==> src/rtl/cbr_refresh_pkg.sv <==
package cbr_refresh_pkg;

  typedef enum logic [1:0] {
    SEQ_IDLE  = 2'd0,
    SEQ_SETUP = 2'd1,
    SEQ_ACT   = 2'd2,
    SEQ_PRE   = 2'd3
  } seq_state_e;

  function automatic int max_int(input int a, input int b);
    return (a > b) ? a : b;
  endfunction

endpackage

==> src/rtl/rfsh_interval_timer.sv <==
module rfsh_interval_timer #(
  parameter int INTERVAL_CYC = 3900
) (
  input  logic clk_i,
  input  logic rst_ni,
  output logic tick_o
);
  localparam int TW = (INTERVAL_CYC > 1) ? $clog2(INTERVAL_CYC) : 1;
  localparam logic [TW-1:0] LAST = TW'(INTERVAL_CYC - 1);

  logic [TW-1:0] cnt_q;

  always_ff @(posedge clk_i or negedge rst_ni) begin
    if (!rst_ni)           cnt_q <= '0;
    else if (cnt_q == LAST) cnt_q <= '0;
    else                    cnt_q <= cnt_q + 1'b1;
  end

  assign tick_o = (cnt_q == LAST);

  AST_TICK_SINGLE: assert property (@(posedge clk_i) disable iff (!rst_ni)
    (tick_o && INTERVAL_CYC > 1) |=> !tick_o);
endmodule

==> src/rtl/rfsh_owed_count.sv <==
module rfsh_owed_count #(
  parameter int PEND_MAX = 8
) (
  input  logic clk_i,
  input  logic rst_ni,
  input  logic tick_i,
  input  logic dec_i,
  input  logic clr_i,
  output logic req_o,
  output logic overdue_o
);
  localparam int PW = $clog2(PEND_MAX + 1);
  localparam logic [PW-1:0] MAXV = PW'(PEND_MAX);

  logic [PW-1:0] pend_q, pend_d;
  logic          ovd_q, ovd_d;

  always_comb begin
    pend_d = pend_q;
    if (clr_i) begin
      pend_d = tick_i ? PW'(1) : '0;
    end else if (tick_i && !dec_i) begin
      if (pend_q != MAXV) pend_d = pend_q + 1'b1;
    end else if (dec_i && !tick_i) begin
      if (pend_q != '0) pend_d = pend_q - 1'b1;
    end
    ovd_d = clr_i ? 1'b0 : (ovd_q || (pend_d == MAXV));
  end

  always_ff @(posedge clk_i or negedge rst_ni) begin
    if (!rst_ni) begin
      pend_q <= '0;
      ovd_q  <= 1'b0;
    end else begin
      pend_q <= pend_d;
      ovd_q  <= ovd_d;
    end
  end

  assign req_o     = (pend_q != '0);
  assign overdue_o = ovd_q;

  AST_PEND_BOUND: assert property (@(posedge clk_i) disable iff (!rst_ni)
    pend_q <= MAXV);
  AST_REQ_HOLD: assert property (@(posedge clk_i) disable iff (!rst_ni)
    (req_o && !dec_i && !clr_i) |=> req_o);
  AST_OVERDUE_SET: assert property (@(posedge clk_i) disable iff (!rst_ni)
    (tick_i && !dec_i && !clr_i && pend_q == PW'(PEND_MAX - 1)) |=> overdue_o);
  AST_OVERDUE_STICKY: assert property (@(posedge clk_i) disable iff (!rst_ni)
    (overdue_o && !clr_i) |=> overdue_o);
  AST_BURST_CLEARS: assert property (@(posedge clk_i) disable iff (!rst_ni)
    clr_i |=> !overdue_o);
endmodule

==> src/rtl/cbr_strobe_seq.sv <==
module cbr_strobe_seq
  import cbr_refresh_pkg::*;
#(
  parameter int T_CSR    = 2,
  parameter int T_CHR    = 2,
  parameter int T_RAS    = 13,
  parameter int T_RP     = 8,
  parameter int WAKE_CYC = 8
) (
  input  logic clk_i,
  input  logic rst_ni,
  input  logic req_i,
  input  logic gnt_i,
  input  logic overdue_i,
  output logic busy_o,
  output logic ras_n_o,
  output logic cas_n_o,
  output logic done_o,
  output logic single_done_o,
  output logic burst_end_o
);
  localparam int MAXT = max_int(max_int(T_CSR, T_RAS), T_RP);
  localparam int CW   = $clog2(MAXT + 1);
  localparam int LW   = $clog2(WAKE_CYC + 1);

  seq_state_e    state_q, state_d;
  logic [CW-1:0] cyc_q, cyc_d;
  logic [LW-1:0] left_q, left_d;
  logic          burst_q, burst_d;
  logic          phase_end;

  always_comb begin
    unique case (state_q)
      SEQ_SETUP: phase_end = (cyc_q == CW'(T_CSR - 1));
      SEQ_ACT:   phase_end = (cyc_q == CW'(T_RAS - 1));
      SEQ_PRE:   phase_end = (cyc_q == CW'(T_RP - 1));
      default:   phase_end = 1'b0;
    endcase
  end

  always_comb begin
    state_d = state_q;
    cyc_d   = phase_end ? '0 : cyc_q + 1'b1;
    left_d  = left_q;
    burst_d = burst_q;
    unique case (state_q)
      SEQ_IDLE: begin
        cyc_d = '0;
        if (req_i && gnt_i) begin
          state_d = SEQ_SETUP;
          burst_d = overdue_i;
          left_d  = overdue_i ? LW'(WAKE_CYC - 1) : '0;
        end
      end
      SEQ_SETUP: if (phase_end) state_d = SEQ_ACT;
      SEQ_ACT:   if (phase_end) state_d = SEQ_PRE;
      SEQ_PRE: begin
        if (phase_end) begin
          if (left_q != '0) begin
            state_d = SEQ_SETUP;
            left_d  = left_q - 1'b1;
          end else begin
            state_d = SEQ_IDLE;
          end
        end
      end
      default: state_d = SEQ_IDLE;
    endcase
  end

  always_ff @(posedge clk_i or negedge rst_ni) begin
    if (!rst_ni) begin
      state_q <= SEQ_IDLE;
      cyc_q   <= '0;
      left_q  <= '0;
      burst_q <= 1'b0;
    end else begin
      state_q <= state_d;
      cyc_q   <= cyc_d;
      left_q  <= left_d;
      burst_q <= burst_d;
    end
  end

  // CAS leads RAS, then releases after the hold window while RAS is still low
  assign ras_n_o = (state_q != SEQ_ACT);
  assign cas_n_o = !((state_q == SEQ_SETUP) ||
                     ((state_q == SEQ_ACT) && (cyc_q < CW'(T_CHR))));
  assign busy_o  = (state_q != SEQ_IDLE);
  assign done_o  = (state_q == SEQ_PRE) && phase_end;
  assign single_done_o = done_o && (left_q == '0) && !burst_q;
  assign burst_end_o   = done_o && (left_q == '0) && burst_q;

  AST_CAS_BEFORE_RAS: assert property (@(posedge clk_i) disable iff (!rst_ni)
    $fell(ras_n_o) |-> (!cas_n_o && $past(!cas_n_o)));
  AST_DONE_PULSE: assert property (@(posedge clk_i) disable iff (!rst_ni)
    done_o |=> !done_o);
  AST_DONE_PRECHARGED: assert property (@(posedge clk_i) disable iff (!rst_ni)
    done_o |-> (ras_n_o && cas_n_o && busy_o));
  AST_NO_START_WITHOUT_REQ: assert property (@(posedge clk_i) disable iff (!rst_ni)
    (!busy_o && !req_i) |=> !busy_o);
  AST_STROBES_IDLE: assert property (@(posedge clk_i) disable iff (!rst_ni)
    !busy_o |-> (ras_n_o && cas_n_o));
endmodule

==> src/rtl/cbr_refresh_sched.sv <==
module cbr_refresh_sched #(
  parameter int INTERVAL_CYC = 3900,
  parameter int PEND_MAX     = 8,
  parameter int WAKE_CYC     = 8,
  parameter int T_CSR        = 2,
  parameter int T_CHR        = 2,
  parameter int T_RAS        = 13,
  parameter int T_RP         = 8
) (
  input  logic clk_i,
  input  logic rst_ni,
  input  logic gnt_i,
  output logic req_o,
  output logic busy_o,
  output logic ras_n_o,
  output logic cas_n_o,
  output logic done_o,
  output logic overdue_o
);
  logic tick, single_done, burst_end;

  rfsh_interval_timer #(.INTERVAL_CYC(INTERVAL_CYC)) i_timer (
    .clk_i  (clk_i),
    .rst_ni (rst_ni),
    .tick_o (tick)
  );

  rfsh_owed_count #(.PEND_MAX(PEND_MAX)) i_owed (
    .clk_i     (clk_i),
    .rst_ni    (rst_ni),
    .tick_i    (tick),
    .dec_i     (single_done),
    .clr_i     (burst_end),
    .req_o     (req_o),
    .overdue_o (overdue_o)
  );

  cbr_strobe_seq #(
    .T_CSR    (T_CSR),
    .T_CHR    (T_CHR),
    .T_RAS    (T_RAS),
    .T_RP     (T_RP),
    .WAKE_CYC (WAKE_CYC)
  ) i_seq (
    .clk_i         (clk_i),
    .rst_ni        (rst_ni),
    .req_i         (req_o),
    .gnt_i         (gnt_i),
    .overdue_i     (overdue_o),
    .busy_o        (busy_o),
    .ras_n_o       (ras_n_o),
    .cas_n_o       (cas_n_o),
    .done_o        (done_o),
    .single_done_o (single_done),
    .burst_end_o   (burst_end)
  );

  AST_REQ_WHILE_DONE: assert property (@(posedge clk_i) disable iff (!rst_ni)
    (done_o && !overdue_o) |-> req_o);
endmodule

==> config.mk <==
export PLATFORM = sky130hd
export DESIGN_NAME = cbr_refresh_sched
export DESIGN_NICKNAME = d
export VERILOG_FILES = /design/src/rtl/cbr_refresh_pkg.sv /design/src/rtl/rfsh_interval_timer.sv /design/src/rtl/rfsh_owed_count.sv /design/src/rtl/cbr_strobe_seq.sv /design/src/rtl/cbr_refresh_sched.sv
export SDC_FILE = /design/constraint.sdc
export NUM_CORES = 1
export LEC_CHECK = 0
export ABC_CLOCK_PERIOD_IN_PS = 5300
export CAP_MARGIN = 20
export CORE_MARGIN = 1
export CORE_UTILIZATION = 40
export CTS_CLUSTER_DIAMETER = 100
export CTS_CLUSTER_SIZE = 28
export DETAILED_ROUTE_END_ITERATION = 8
export GPL_ROUTABILITY_DRIVEN = 0
export GPL_TIMING_DRIVEN = 0
export SYNTH_ARGS = -nofsm -noshare
export SYNTH_HDL_FRONTEND = slang
export SYNTH_HIERARCHICAL = 1
export SYNTH_SLANG_ARGS = --single-unit
==> constraint.sdc <==
create_clock -name clk_i -period 5.3 [get_ports clk_i]
set_clock_uncertainty 0.2 [all_clocks]
set_input_delay 0.795 -clock clk_i [delete_from_list [all_inputs] [get_ports clk_i]]
set_output_delay 0.795 -clock clk_i [all_outputs]
set_load 0.02 [all_outputs]
# [Yosys cells after proc, flatten, opt, wreduce, memory -nomap -nowiden]
# Index checks and enable logic that the tools add are counted.
[totals] regBits=28 in_bits=3 output_inout_bits=6 word_cells=73
[classes] n_addsub=5 n_lt_le_gt_ge=1 n_eq_ne=15 muxes=22 n_reduce_logical=23
[ops] operator="4-bit two-way mux" count=10
[ops] operator="12-bit by 1-bit adder with 12-bit output (second input constant)" count=1
[ops] operator="12-bit == test (second input constant)" count=1
[ops] operator="12-bit two-way mux" count=1
[ops] operator="2-bit by 1-bit inequality test with 1-bit output (second input constant)" count=5
[ops] operator="4-bit by 1-bit adder with 4-bit output (second input constant)" count=2
[ops] operator="4-bit == test (second input constant)" count=2
[ops] operator="1-bit logical AND" count=8
[ops] operator="2-bit two-way mux" count=4
[ops] operator="2-bit one-hot mux with 4 select lines" count=1
[ops] operator="4-bit one-hot mux with 2 select lines" count=1
[ops] operator="4-bit AND reduction" count=2
[ops] operator="4-bit nonzero test" count=2
[ops] operator="4-bit by 1-bit subtractor with 4-bit output (second input constant)" count=2
[ops] operator="2-bit == test (second input constant)" count=2
[ops] operator="4-bit by 1-bit == test with 1-bit output (second input constant)" count=1
[ops] operator="4-bit by 3-bit == test with 1-bit output (second input constant)" count=1
[ops] operator="1-bit zero test" count=4
[ops] operator="4-bit zero test" count=1
[ops] operator="4-bit by 2-bit < comparator with 1-bit output (second input constant)" count=1
[ops] operator="4-bit inequality test (second input constant)" count=1
[ops] operator="2-bit nonzero test" count=2
[ops] operator="1-bit two-way mux" count=3
[ops] operator="3-bit two-way mux" count=1
[ops] operator="other kinds (6)" count=7

# [Depth between registers and ports, before layout]
# Gate-level depths: netlist of run 1.
[depth] word_depth=12 mapped_depth=13 depth_no_buf=12

# [Modules after synthesis]
# Netlist of run 1, hierarchy kept.
[modules_own_cells] mod="cbr_strobe_seq" instances=1 cells_each=83 area_per_inst_um2=779.5 seq_area_each_um2=275.3
[modules_own_cells] mod="rfsh_interval_timer" instances=1 cells_each=64 area_per_inst_um2=660.6 seq_area_each_um2=300.3
[modules_own_cells] mod="rfsh_owed_count" instances=1 cells_each=55 area_per_inst_um2=429.2 seq_area_each_um2=125.1

# [Worst setup path before layout of run 1]
# OpenSTA, ideal clock, no wires.
[synth_timing] kind="flip-flop to flip-flop" startpoint="reg i_seq.state_q[0]" endpoint="reg i_owed.ovd_q, in the netlist i_owed/overdue_o" setup_time_ps=66 arrival_ps=2504 t_required_ps=5034 path_slack_ps=2530 stages_incl_launch_ff=12 path_buffers=0 synth_period_minus_slack_ps=2770 cell_sequence="dfrtp_1 inv_1 ha_1 nor4_1 a311o_2 and3_1 and3_1 nand2b_1 a211oi_1 nor2_1 o2111ai_1 a41o_1"
[synth_via] elab_cells_between_ends=17 classes_between="eq/ne (4); mux (5); reduce/logical (8)"
[synth_lines] element="from (decl)" line="cbr_strobe_seq.sv:26" rtl="seq_state_e state_q, state_d;"
[synth_lines] element="from (signal assigned)" line="cbr_strobe_seq.sv:78" rtl="state_q <= state_d;"
[synth_lines] element="2-bit == test (tied with other cells)" line="cbr_strobe_seq.sv:33, cbr_strobe_seq.sv:90"
[synth_lines] element="1-bit one-hot mux with 3 select lines" line="cbr_strobe_seq.sv:33" rtl="unique case (state_q)"
[synth_lines] element="1-bit logical AND *" line="cbr_strobe_seq.sv:90" rtl="assign done_o = (state_q == SEQ_PRE) && phase_end;"
[synth_lines] element="via done_o" line="cbr_refresh_sched.sv:17" rtl="output logic done_o,"
[synth_lines] element="1-bit logical AND * (2 in series)" line="cbr_strobe_seq.sv:92" rtl="assign burst_end_o = done_o && (left_q == '0) && burst_q;"
[synth_lines] element="via burst_end" line="cbr_refresh_sched.sv:20" rtl="logic tick, single_done, burst_end;"
[synth_lines] element="4-bit two-way mux" line="rfsh_owed_count.sv:20" rtl="if (clr_i) begin"
[synth_lines] element="4-bit == test" line="rfsh_owed_count.sv:27" rtl="ovd_d = clr_i ? 1'b0 : (ovd_q || (pend_d == MAXV));"
[synth_lines] element="1-bit logical OR" line="rfsh_owed_count.sv:27"
[synth_lines] element="1-bit two-way mux *" line="rfsh_owed_count.sv:27"
[synth_lines] element="via i_owed.ovd_d" line="rfsh_owed_count.sv:16" rtl="logic ovd_q, ovd_d;"
[synth_lines] element="to (signal assigned)" line="rfsh_owed_count.sv:36" rtl="ovd_q <= ovd_d;"
[synth_lines] element="to (decl)" line="rfsh_owed_count.sv:16"
# Mark *: on every way through the listed nets, which the timed path passes. The rest lies on a longest branch.
# A chain may end at the register's enable or synchronous reset.

# [Worst setup path in the final report of run 1]
[layout_timing] startpoint="reg i_seq.state_q[0]" endpoint="out done_o"
[layout_via] elab_chain_cells=3 elab_cells_between_ends=5 classes_between="eq/ne (3); mux (1); reduce/logical (1)"
[layout_lines] element="2-bit == test (tied with other cells)" line="cbr_strobe_seq.sv:33, cbr_strobe_seq.sv:90"
[layout_lines] element="1-bit one-hot mux with 3 select lines" line="cbr_strobe_seq.sv:33"
[layout_lines] element="1-bit logical AND *" line="cbr_strobe_seq.sv:90"
[layout_lines] element="to (decl)" line="cbr_refresh_sched.sv:17"
# Mark *: on every way between the ends. The rest lies on a longest branch, timed or not.

==> flow_metrics.py, run 1 <==
metrics = {
    "setup_path": {
        "crit_path_end": "done_o",
        "start_kind": "flip-flop",
        "cp_data_required_time_ps": 4300,
        "cp.arrival_ps": 2430,
        "path_max_fanout": 6,
        "reg2reg_from": "i_seq/state_q[0]",
        "crit_start": "i_seq/state_q[0]",
        "setup.worst_path.end_class": "output port",
        "reg2reg_depth": 11,
        "crit_type": "reg2out",
        "worstReg2RegEnd": "i_owed/overdue_o",
        "r2r_slack_ps": 2310,
    },
    "synth": {
        "synthesis.area_um2": 1870,
        "yosys-top-cells-area": "dfrtp_1 (37%), ha_1 (8.0%), nor2_1 (5.6%)",
        "synthAdderAreaFrac_pct": 8.03,
        "netlist_instances": 202,
        "syn-num-nets": 217,
        "ys_seq_elements": 28,
        "yosys_warnings": 6,
        "synth-xor-area-share_pct": 3.75,
        "ys_types": 55,
        "synth-edff-count": 0,
        "avgSynthCellArea_um2": 9.25,
        "ys_seq_area_share_pct": 37.5,
        "yosys.area.top_type": "dfrtp_1",
        "synth-simple-area-share_pct": 27.7,
        "synth_compound_area_share_pct": 16.0,
        "ys.flop_type": "dfrtp_1",
        "async_flop_share_pct": 100,
        "synth_top_family_by_area": "simple AND/OR/NAND/NOR gates",
        "synth_mux_area_share_pct": 2.74,
        "yosysTopAreaCellShare_pct": 37.5,
    },
    "pwr": {
        "leakage_nw": 0.894,
        "powerDensity_nw_per_um2": 169,
        "p_comb_share_pct": 2.3,
        "netSwitchingPower_uw": 70.5,
        "swShare_pct": 19.9,
        "pwr-share-seq_pct": 60.3,
        "peakVddDrop_mv": 0.123,
        "p_int_uw": 283,
        "power_frac_clock_pct": 37.4,
    },
    "drt": {
        "antenna_left": 0,
        "via_per_inst": 5.58,
        "finalWirelength_um": 3610,
        "drc": 0,
        "wl_per_cell_um": 13.5,
        "num_vias": 1490,
        "first_pass_iters": 4,
        "dr.first_iter.drc_count": 107,
    },
    "die": {
        "initial_core_util_pct": 42.3,
        "die_h_um": 70.4,
        "core_um2": 4410,
        "dieArea_um2": 4950,
        "pin_count": 9,
        "fp-row-count": 24,
        "fp.dieW_um": 70.4,
    },
    "sta": {
        "fmax_mhz": 292,
        "rsz0062_at_grt": "no",
        "worst_pin_slew_ps": 658,
        "hold_ws_ps": 285,
        "drv_slew": 0,
        "finalHoldViolations": 0,
        "max_slew_margin_pct": 56.0,
        "totalNegativeSetupSlack_ps": 0,
        "layout_setup_ws_ps": 1880,
        "finalSetupViolCount": 0,
        "fin_crit_ps": 3420,
        "min_period_over_period_pct": 64.6,
    },
    "grt": {
        "grt_pass1_wl_um": 6480,
        "grt_usage_pct": 16.3,
        "grt_start_max_net_pins": 18,
        "antenna_found_initial": 0,
        "first_global_vias": 1464,
        "overflow": 0,
    },
    "clock_network": {
        "htreeDepth": 1,
        "cts_setup_buffers": 0,
        "tritoncts": "done",
        "insertion_delay_ps": 270,
        "cts.sinks": 28,
        "cts_made_buffers": 3,
        "clkTransAtPathRegs_ps": 90,
        "clockRootBuffer": "clkbuf_8",
        "ctsLongestPathBuffers": 2,
        "post_cts_resized": 0,
        "holdBufCountCts": 0,
    },
    "placement": {
        "dpl.hpwl_um": 2650,
        "place_ws_ps": 2180,
        "port-buffer-count": 8,
        "placed_cell_area_um2": 2040,
        "placedCellCount": 263,
    },
    "cells_and_area": {
        "layoutNonFillerInstCount": 267,
        "syn2layout_area_growth_pct": 12.2,
        "final_layout_size_suffix_gt1_share_pct": 11.2,
        "diodes": 0,
        "fin_nets": 231,
        "final_cell_area_um2": 2100,
    },
    "min_path": {
        "hp-class": "reg2reg",
    },
    "run_status": {
        "outcome": "completed",
    },
    "run": {
        "maxCapViolations": 0,
    },
}
critical path, stage by stage (launching register included):
cell and delay, ps:
dfrtp_1 450, inv_1 130, ha_1 280, nor4bb_1 300, a311o_2 190, and3_1 210, clkdlybuf4s50_1 610
stage by stage:
stage	total power [mW]	utilization [%]
finish	0.354	47.5
global route	0.372	47.5
CTS	0.362	47.5
detailed placement	0.226	46.3
global placement	0.224	45.6
floorplan	0.218	-
cell usage after synthesis, types with 3 or more instances:
cell and instances:
and3_1 4, nor2_1 28, nand2b_1 3, a21oi_1 13, nand4_1 4, buf_2 3
xnor2_1 3, nand2_1 11, o31ai_1 3, o21ai_0 6, nand3_1 6, nor2b_1 5
dfrtp_1 28, inv_1 14, ha_1 12, nor4_1 3, xor2_1 5, nor3_1 5
nor3_2 3
state kept, by name (all words and copies together) (netlist names):
name / flops
i_owed/overdue_o: 1
i_owed/pend_q: 4
i_seq/burst_q: 1
i_seq/cyc_q: 4
i_seq/left_q: 4
i_seq/state_q: 2
i_timer/cnt_q: 12
cells by family (layout without fill, tap and decap cells):
| family | Yosys count | after routing |
|---|---|---|
| xor+xnor | 8 | 8 |
| compound gates | 43 | 43 |
| mux | 4 | 4 |
| buf+inv | 19 | 32 |
| flops | 28 | 28 |
| fa+ha+maj | 12 | 12 |
| simple gates | 88 | 88 |
cells in the final DEF (no fill, tap or decap), types with 2 or more instances in the layout:
cell type | synthesis | final
a21oi_1 | 13 | 13
inv_1 | 14 | 14
mux2_4 | 2 | 2
nor2_1 | 28 | 28
nand3_1 | 6 | 6
nor3_1 | 5 | 5
nand2b_1 | 3 | 3
o21ai_0 | 6 | 6
nor3b_1 | 2 | 2
nor4_1 | 3 | 3
xor2_1 | 5 | 5
nor3_2 | 3 | 3
nand3b_1 | 2 | 2
nor2b_1 | 5 | 5
a31o_2 | 2 | 2
and2_1 | 2 | 2
o31ai_1 | 3 | 3
nand2_1 | 11 | 11
xnor2_1 | 3 | 3
o21a_1 | 2 | 2
dfrtp_1 | 28 | 28
and3_1 | 4 | 4
ha_1 | 12 | 12
a32o_1 | 2 | 2
clkdlybuf4s50_1 | 0 | 8
nand4_1 | 4 | 4
buf_2 | 3 | 3
clkbuf_8 | 0 | 4
worst min-delay path by stage:
stage | start | end | slack [ps] | cells past startpoint
5_1_grt | i_timer/cnt_q[0] | i_timer/cnt_q[0] | 310 | 1
3_5_place_dp | i_timer/cnt_q[0] | i_timer/cnt_q[0] | 280 | 1
6_report | i_timer/cnt_q[0] | i_timer/cnt_q[0] | 280 | 1
4_1_cts | i_timer/cnt_q[0] | i_timer/cnt_q[0] | 290 | 1
2_1_floorplan | i_seq/left_q[3] | i_seq/left_q[3] | 250 | 1
3_3_place_gp | i_timer/cnt_q[0] | i_timer/cnt_q[0] | 280 | 1
metal layers:
layer  GRT usage [%]  wire length [um]  vias up  part of all wire [%]
li1                -                 -      748                     -
met1            20.5              1710      717                    47
met2            27.6              1760       23                    49
met3            3.46               109        2                   3.0
met4            4.89                29        0                  0.80
met5               0                 0        -                     0
final cells by class:
cell class	count	area, um2
flip-flops and latches	28	701
multi-input cells	155	1090
well taps	52	65.1
repair buffers	9	108
clock buffers	4	55.1
inverters	14	52.6
plain buffers	5	27.5
fillers	434	2320
power groups by stage:
stage	clock network, mW	registers [mW]	logic [mW]
finish	0.132	0.213	0.00821
global route	0.149	0.214	0.00944
CTS	0.139	0.213	0.00878
detailed placement	0	0.218	0.00876
global placement	0	0.218	0.00609
floorplan	0	0.218	0.0000216
Note: power is estimated with default switching activity, not from simulation.
==> run 2, diff against run 1 <==
ABC_CLOCK_PERIOD_IN_PS = 2900   (was 5300)
clock period = 2.9 ns   (was 5.3 ns; I/O delays follow)
==> run 2 against run 1 <==
Global-route usage increased by 0.12 points. Setup slack got worse by 1800 ps. Routed wire length increased by 2.7%. Core utilization increased by 1.7 points. Worst hold slack about the same. Critical path type unchanged. Critical endpoint is now req_o.
==> flow_metrics.py, run 2 (same netlist as run 1, synthesis figures left out) <==
metrics = {
    "run_status": {
        "outcome": "completed",
    },
    "sta": {
        "max_slew_margin_pct": 56.0,
        "fmax_mhz": 358,
        "rsz0062_at_grt": "yes",
        "finalSetupViolCount": 0,
        "layout_setup_ws_ps": 107,
        "fin_crit_ps": 2790,
        "drv_slew": 0,
        "min_period_over_period_pct": 96.3,
        "finalHoldViolations": 0,
        "hold_ws_ps": 285,
        "worst_pin_slew_ps": 659,
    },
    "setup_path": {
        "cp.arrival_ps": 2160,
        "start_kind": "flip-flop",
        "crit_type": "reg2out",
        "cp_data_required_time_ps": 2270,
        "setup.worst_path.end_class": "output port",
        "path_max_fanout": 8,
        "reg2reg_depth": 13,
    },
    "drt": {
        "via_per_inst": 5.62,
        "wl_per_cell_um": 13.8,
        "dr.first_iter.drc_count": 93,
        "num_vias": 1512,
        "drc": 0,
        "first_pass_iters": 4,
        "finalWirelength_um": 3710,
        "antenna_left": 0,
    },
    "pwr": {
        "leakage_nw": 0.905,
        "powerDensity_nw_per_um2": 298,
        "peakVddDrop_mv": 0.217,
        "power_uw": 647,
    },
    "cells_and_area": {
        "fin_nets": 233,
        "diodes": 0,
        "final_layout_size_suffix_gt1_share_pct": 17.5,
        "layout_commonest_cell": "nor2_1",
        "layout_common_cells": "nor2_1 (28), dfrtp_1 (25), inv_1 (13)",
        "nFillCells": 423,
        "regArea_um2": 704,
        "post-route-util_pct": 49.2,
        "syn2layout_area_growth_pct": 16.1,
        "largest_reg_flops": 12,
        "multi_input_area_um2": 1140,
        "top_register": "i_timer/cnt_q",
    },
    "die": {
        "initial_core_util_pct": 42.3,
        "pin_count": 9,
        "fp.dieW_um": 70.4,
        "die_h_um": 70.4,
        "dieArea_um2": 4950,
        "fp-row-count": 24,
        "core_um2": 4410,
    },
    "placement": {
        "dpl.hpwl_um": 2650,
        "place_ws_ps": -99.0,
        "port-buffer-count": 8,
    },
    "clock_network": {
        "cts_made_buffers": 3,
        "clockRootBuffer": "clkbuf_8",
        "htreeDepth": 1,
        "cts.sinks": 28,
        "ctsLongestPathBuffers": 2,
        "insertion_delay_ps": 270,
        "tritoncts": "done",
        "holdBufCountCts": 0,
        "clkTransAtPathRegs_ps": 100,
    },
    "grt": {
        "antenna_found_initial": 0,
        "grt_usage_pct": 16.4,
        "overflow": 0,
        "grt_start_max_net_pins": 18,
        "grt_pass1_wl_um": 6510,
        "first_global_vias": 1470,
    },
    "min_path": {
        "hp-class": "reg2reg",
        "min_path_cells": 1,
    },
    "run": {
        "maxCapViolations": 0,
    },
}
## run 2: changes by cell type in the layout (fill, tap and decap cells not counted), moves of 2 or more
cell     delta
buf_4       +3
dfrtp_1     -3
dfrtp_2     +3
ha_1        -3
ha_4        +2
## run 2: timing repair
action	in CTS	in global routing
setup buffers	0	2
pin swaps	0	1
endpoints found under the hold margin	0	0
endpoints found under the setup margin	3	5
gates resized for setup	7	12
## run 2: area by class of cell
type,count,share of cell area [%]
tap,52,3.00
multi-input combinational,155,52.5
clock buffer,4,2.54
timing repair buffer,11,5.59
buffer,5,1.38
inverter,14,2.54
sequential,28,32.4
## run 2: final timing paths
| path | start | slack (ps) | to |
|---|---|---|---|
| worst min register to register | i_timer/cnt_q[0] | 280 | i_timer/cnt_q[0] |
| min in group asynchronous | rst_ni | 350 | i_owed/pend_q[0] |
| max in group asynchronous | rst_ni | 1620 | i_seq/state_q[1] |
| worst min-delay path | i_timer/cnt_q[0] | 280 | i_timer/cnt_q[0] |
| worst max register to register | i_seq/state_q[0] | 140 | i_owed/overdue_o |
| worst max-delay path | i_owed/pend_q[0] | 110 | req_o |
## run 2: layer usage
layer	track usage (%)	vias to the layer above	share of wire, %
met5	0	-	0
met4	4.89	0	1.3
met3	3.46	5	3.5
met2	28.3	29	49
met1	20.3	724	46
li1	-	754	-
## run 2: where the power goes
part	leakage, nW	internal, mW	switching (mW)
sequential	0.367	0.390	0
clock	0.0288	0.122	0.120
combinational	0.509	0.00615	0.00890
total	0.905	0.518	0.129
## run 2: critical path, cell delays in order (launching register included)
cell and delay [ps]:
dfrtp_2 480, inv_1 140, ha_2 260, or3b_4 450
clkdlybuf4s50_1 560
## run 2: per-stage QoR
stage,setup TNS (ps),cell area [um2],cells
floorplan,0,1870,202
global placement,-103,2010,262
detailed placement,-114,2040,263
CTS,0,2110,267
global route,-30.8,2170,269
finish,0,2170,269
==> run 3, diff against run 2 <==
CORE_UTILIZATION = 54   (was 40)
MAX_ROUTING_LAYER = met4   (was not set)
PLACE_DENSITY = 0.71   (was not set)
==> run 3 against run 2 <==
Final cell count is 2.2% lower. Setup slack worse by 31 ps. Critical path depth rose by 7. Routed wire length increased by 8.0%. Critical endpoint is now i_owed/overdue_o. Combinational power up 4%. Critical path type is now reg2reg.
==> flow_metrics.py, run 3 (same netlist as run 1, synthesis figures left out) <==
metrics = {
    "run_status": {
        "outcome": "completed",
    },
    "run": {
        "maxCapViolations": 0,
    },
    "setup_path": {
        "cp.arrival_ps": 2850,
        "crit_type": "reg2reg",
        "path_max_fanout": 6,
        "reg2reg_depth": 11,
        "start_kind": "flip-flop",
        "setup.worst_path.end_class": "flip-flop",
        "cp_data_required_time_ps": 2930,
    },
    "clock_network": {
        "clkTransAtPathRegs_ps": 160,
        "cts.sinks": 28,
        "ctsLongestPathBuffers": 2,
        "insertion_delay_ps": 330,
        "htreeDepth": 1,
        "clockRootBuffer": "clkbuf_4",
        "tritoncts": "done",
        "cts_made_buffers": 3,
    },
    "placement": {
        "placedCellCount": 255,
        "placed_cell_area_um2": 2030,
        "port-buffer-count": 8,
        "dpl.hpwl_um": 2820,
        "place_ws_ps": -71.6,
    },
    "die": {
        "fp.dieW_um": 60.8,
        "die_h_um": 60.8,
        "fp-row-count": 20,
        "dieArea_um2": 3700,
        "core_um2": 3180,
        "initial_core_util_pct": 58.8,
        "pin_count": 9,
    },
    "pwr": {
        "powerDensity_nw_per_um2": 277,
        "p_int_uw": 473,
        "leakage_nw": 0.921,
        "power_frac_clock_pct": 32.1,
        "pwr-share-seq_pct": 65.3,
        "netSwitchingPower_uw": 125,
        "p_comb_share_pct": 2.6,
        "swShare_pct": 20.8,
        "peakVddDrop_mv": 0.177,
    },
    "grt": {
        "gr-usage-met1_pct": 29.6,
        "grt_start_max_net_pins": 21,
        "grt-busiest-layer": "met2",
        "first_global_vias": 1471,
        "grt_pass1_wl_um": 6490,
        "use_met2_pct": 41.8,
        "use_met3_pct": 2.35,
        "overflow": 0,
        "grt_usage_pct": 24.2,
        "antenna_found_initial": 0,
    },
    "cells_and_area": {
        "layoutNonFillerInstCount": 263,
        "layout_common_cells": "nor2_1 (28), dfrtp_1 (25), inv_1 (13), a21oi_1 (13), nand2_1 (11)",
        "top_register": "i_timer/cnt_q",
        "syn2layout_area_growth_pct": 15.7,
        "nFillCells": 276,
        "post-route-util_pct": 68.0,
        "final_cell_area_um2": 2160,
        "largest_reg_flops": 12,
        "layout_commonest_cell": "nor2_1",
        "fin_nets": 235,
        "diodes": 0,
        "final_layout_size_suffix_gt1_share_pct": 18.7,
    },
    "drt": {
        "num_vias": 1565,
        "finalWirelength_um": 4010,
        "wl_per_cell_um": 15.2,
        "antenna_left": 0,
        "drc": 0,
        "dr.first_iter.drc_count": 156,
        "via_per_inst": 5.95,
        "first_pass_iters": 4,
    },
    "min_path": {
        "hp-class": "in2async",
    },
    "sta": {
        "drv_slew": 0,
        "fin_crit_ps": 2820,
        "layout_setup_ws_ps": 76.1,
        "max_slew_margin_pct": 61.7,
        "fmax_mhz": 354,
        "finalHoldViolations": 0,
        "worst_pin_slew_ps": 573,
        "hold_ws_ps": 252,
        "finalSetupViolCount": 0,
        "min_period_over_period_pct": 97.4,
    },
}
==> run 3: cell count changes in the layout (fill, tap and decap cells not counted), sizes merged <==
cell           before  now
buf                 7    9
dlymetal6s2s        0    1
clkdlybuf4s50       7    6
==> run 3: what timing repair did <==
item	CTS	global route
gates resized for setup	5	16
buffers inserted	1	3
pin swaps	0	2
hold buffers	0	0
hold endpoints to repair	0	0
endpoints found under the setup margin	3	4
==> run 3: power by group through the flow <==
stage	Sequential [mW]	Clock [mW]	Combinational, mW
after floorplan	0.398	0	0.0000391
after CTS	0.391	0.205	0.0161
after detailed placement	0.398	0	0.0159
after global routing	0.391	0.215	0.0176
final	0.391	0.192	0.0156
after global placement	0.398	0	0.0109
==> run 3: routing by layer <==
| layer | routed length [um] | part of all wire (%) |
|---|---|---|
| met5 | 0 | 0 |
| met4 | 42 | 1.0 |
| met3 | 122 | 3.0 |
| met2 | 2040 | 51 |
| met1 | 1800 | 45 |
==> run 3: final timing paths <==
kind	from	end	slack (ps)
hold / removal	rst_ni	i_seq/state_q[0]	250
min in group clk_i	i_timer/cnt_q[0]	i_timer/cnt_q[0]	310
setup reg to reg	i_seq/state_q[0]	i_owed/overdue_o	80
max in group asynchronous	rst_ni	i_owed/pend_q[0]	1740
hold reg to reg	i_timer/cnt_q[0]	i_timer/cnt_q[0]	310
setup / recovery	i_seq/state_q[0]	i_owed/overdue_o	80
==> run 3: stage by stage <==
stage / setup TNS [ps] / power (mW)
2_1_floorplan: 0 / 0.398
6_report: 0 / 0.598
4_1_cts: 0 / 0.612
3_5_place_dp: -71.6 / 0.414
3_3_place_gp: -35.3 / 0.409
5_1_grt: -14.7 / 0.624
==> run 3: final cells by class <==
| cell class | instances | area [um2] | area share (%) |
|---|---|---|---|
| timing repair buffer | 13 | 139 | 6.42 |
| tap | 44 | 55.1 | 2.55 |
| inverter | 14 | 55.1 | 2.55 |
| buffer | 5 | 30.0 | 1.39 |
| multi-input combinational | 155 | 1140 | 52.8 |
| clock buffer | 4 | 36.3 | 1.68 |
| sequential | 28 | 704 | 32.6 |
==> run 3: critical path, stage by stage, from the launching register on <==
cell and delay, ps:
dfrtp_2 470, inv_4 70, ha_4 180, nor4bb_1 320
a311o_2 210, and3_4 200, and3_2 240, nand2b_1 180
nor3_1 60, o21ai_1 180, o2111ai_2 150, a41o_1 260
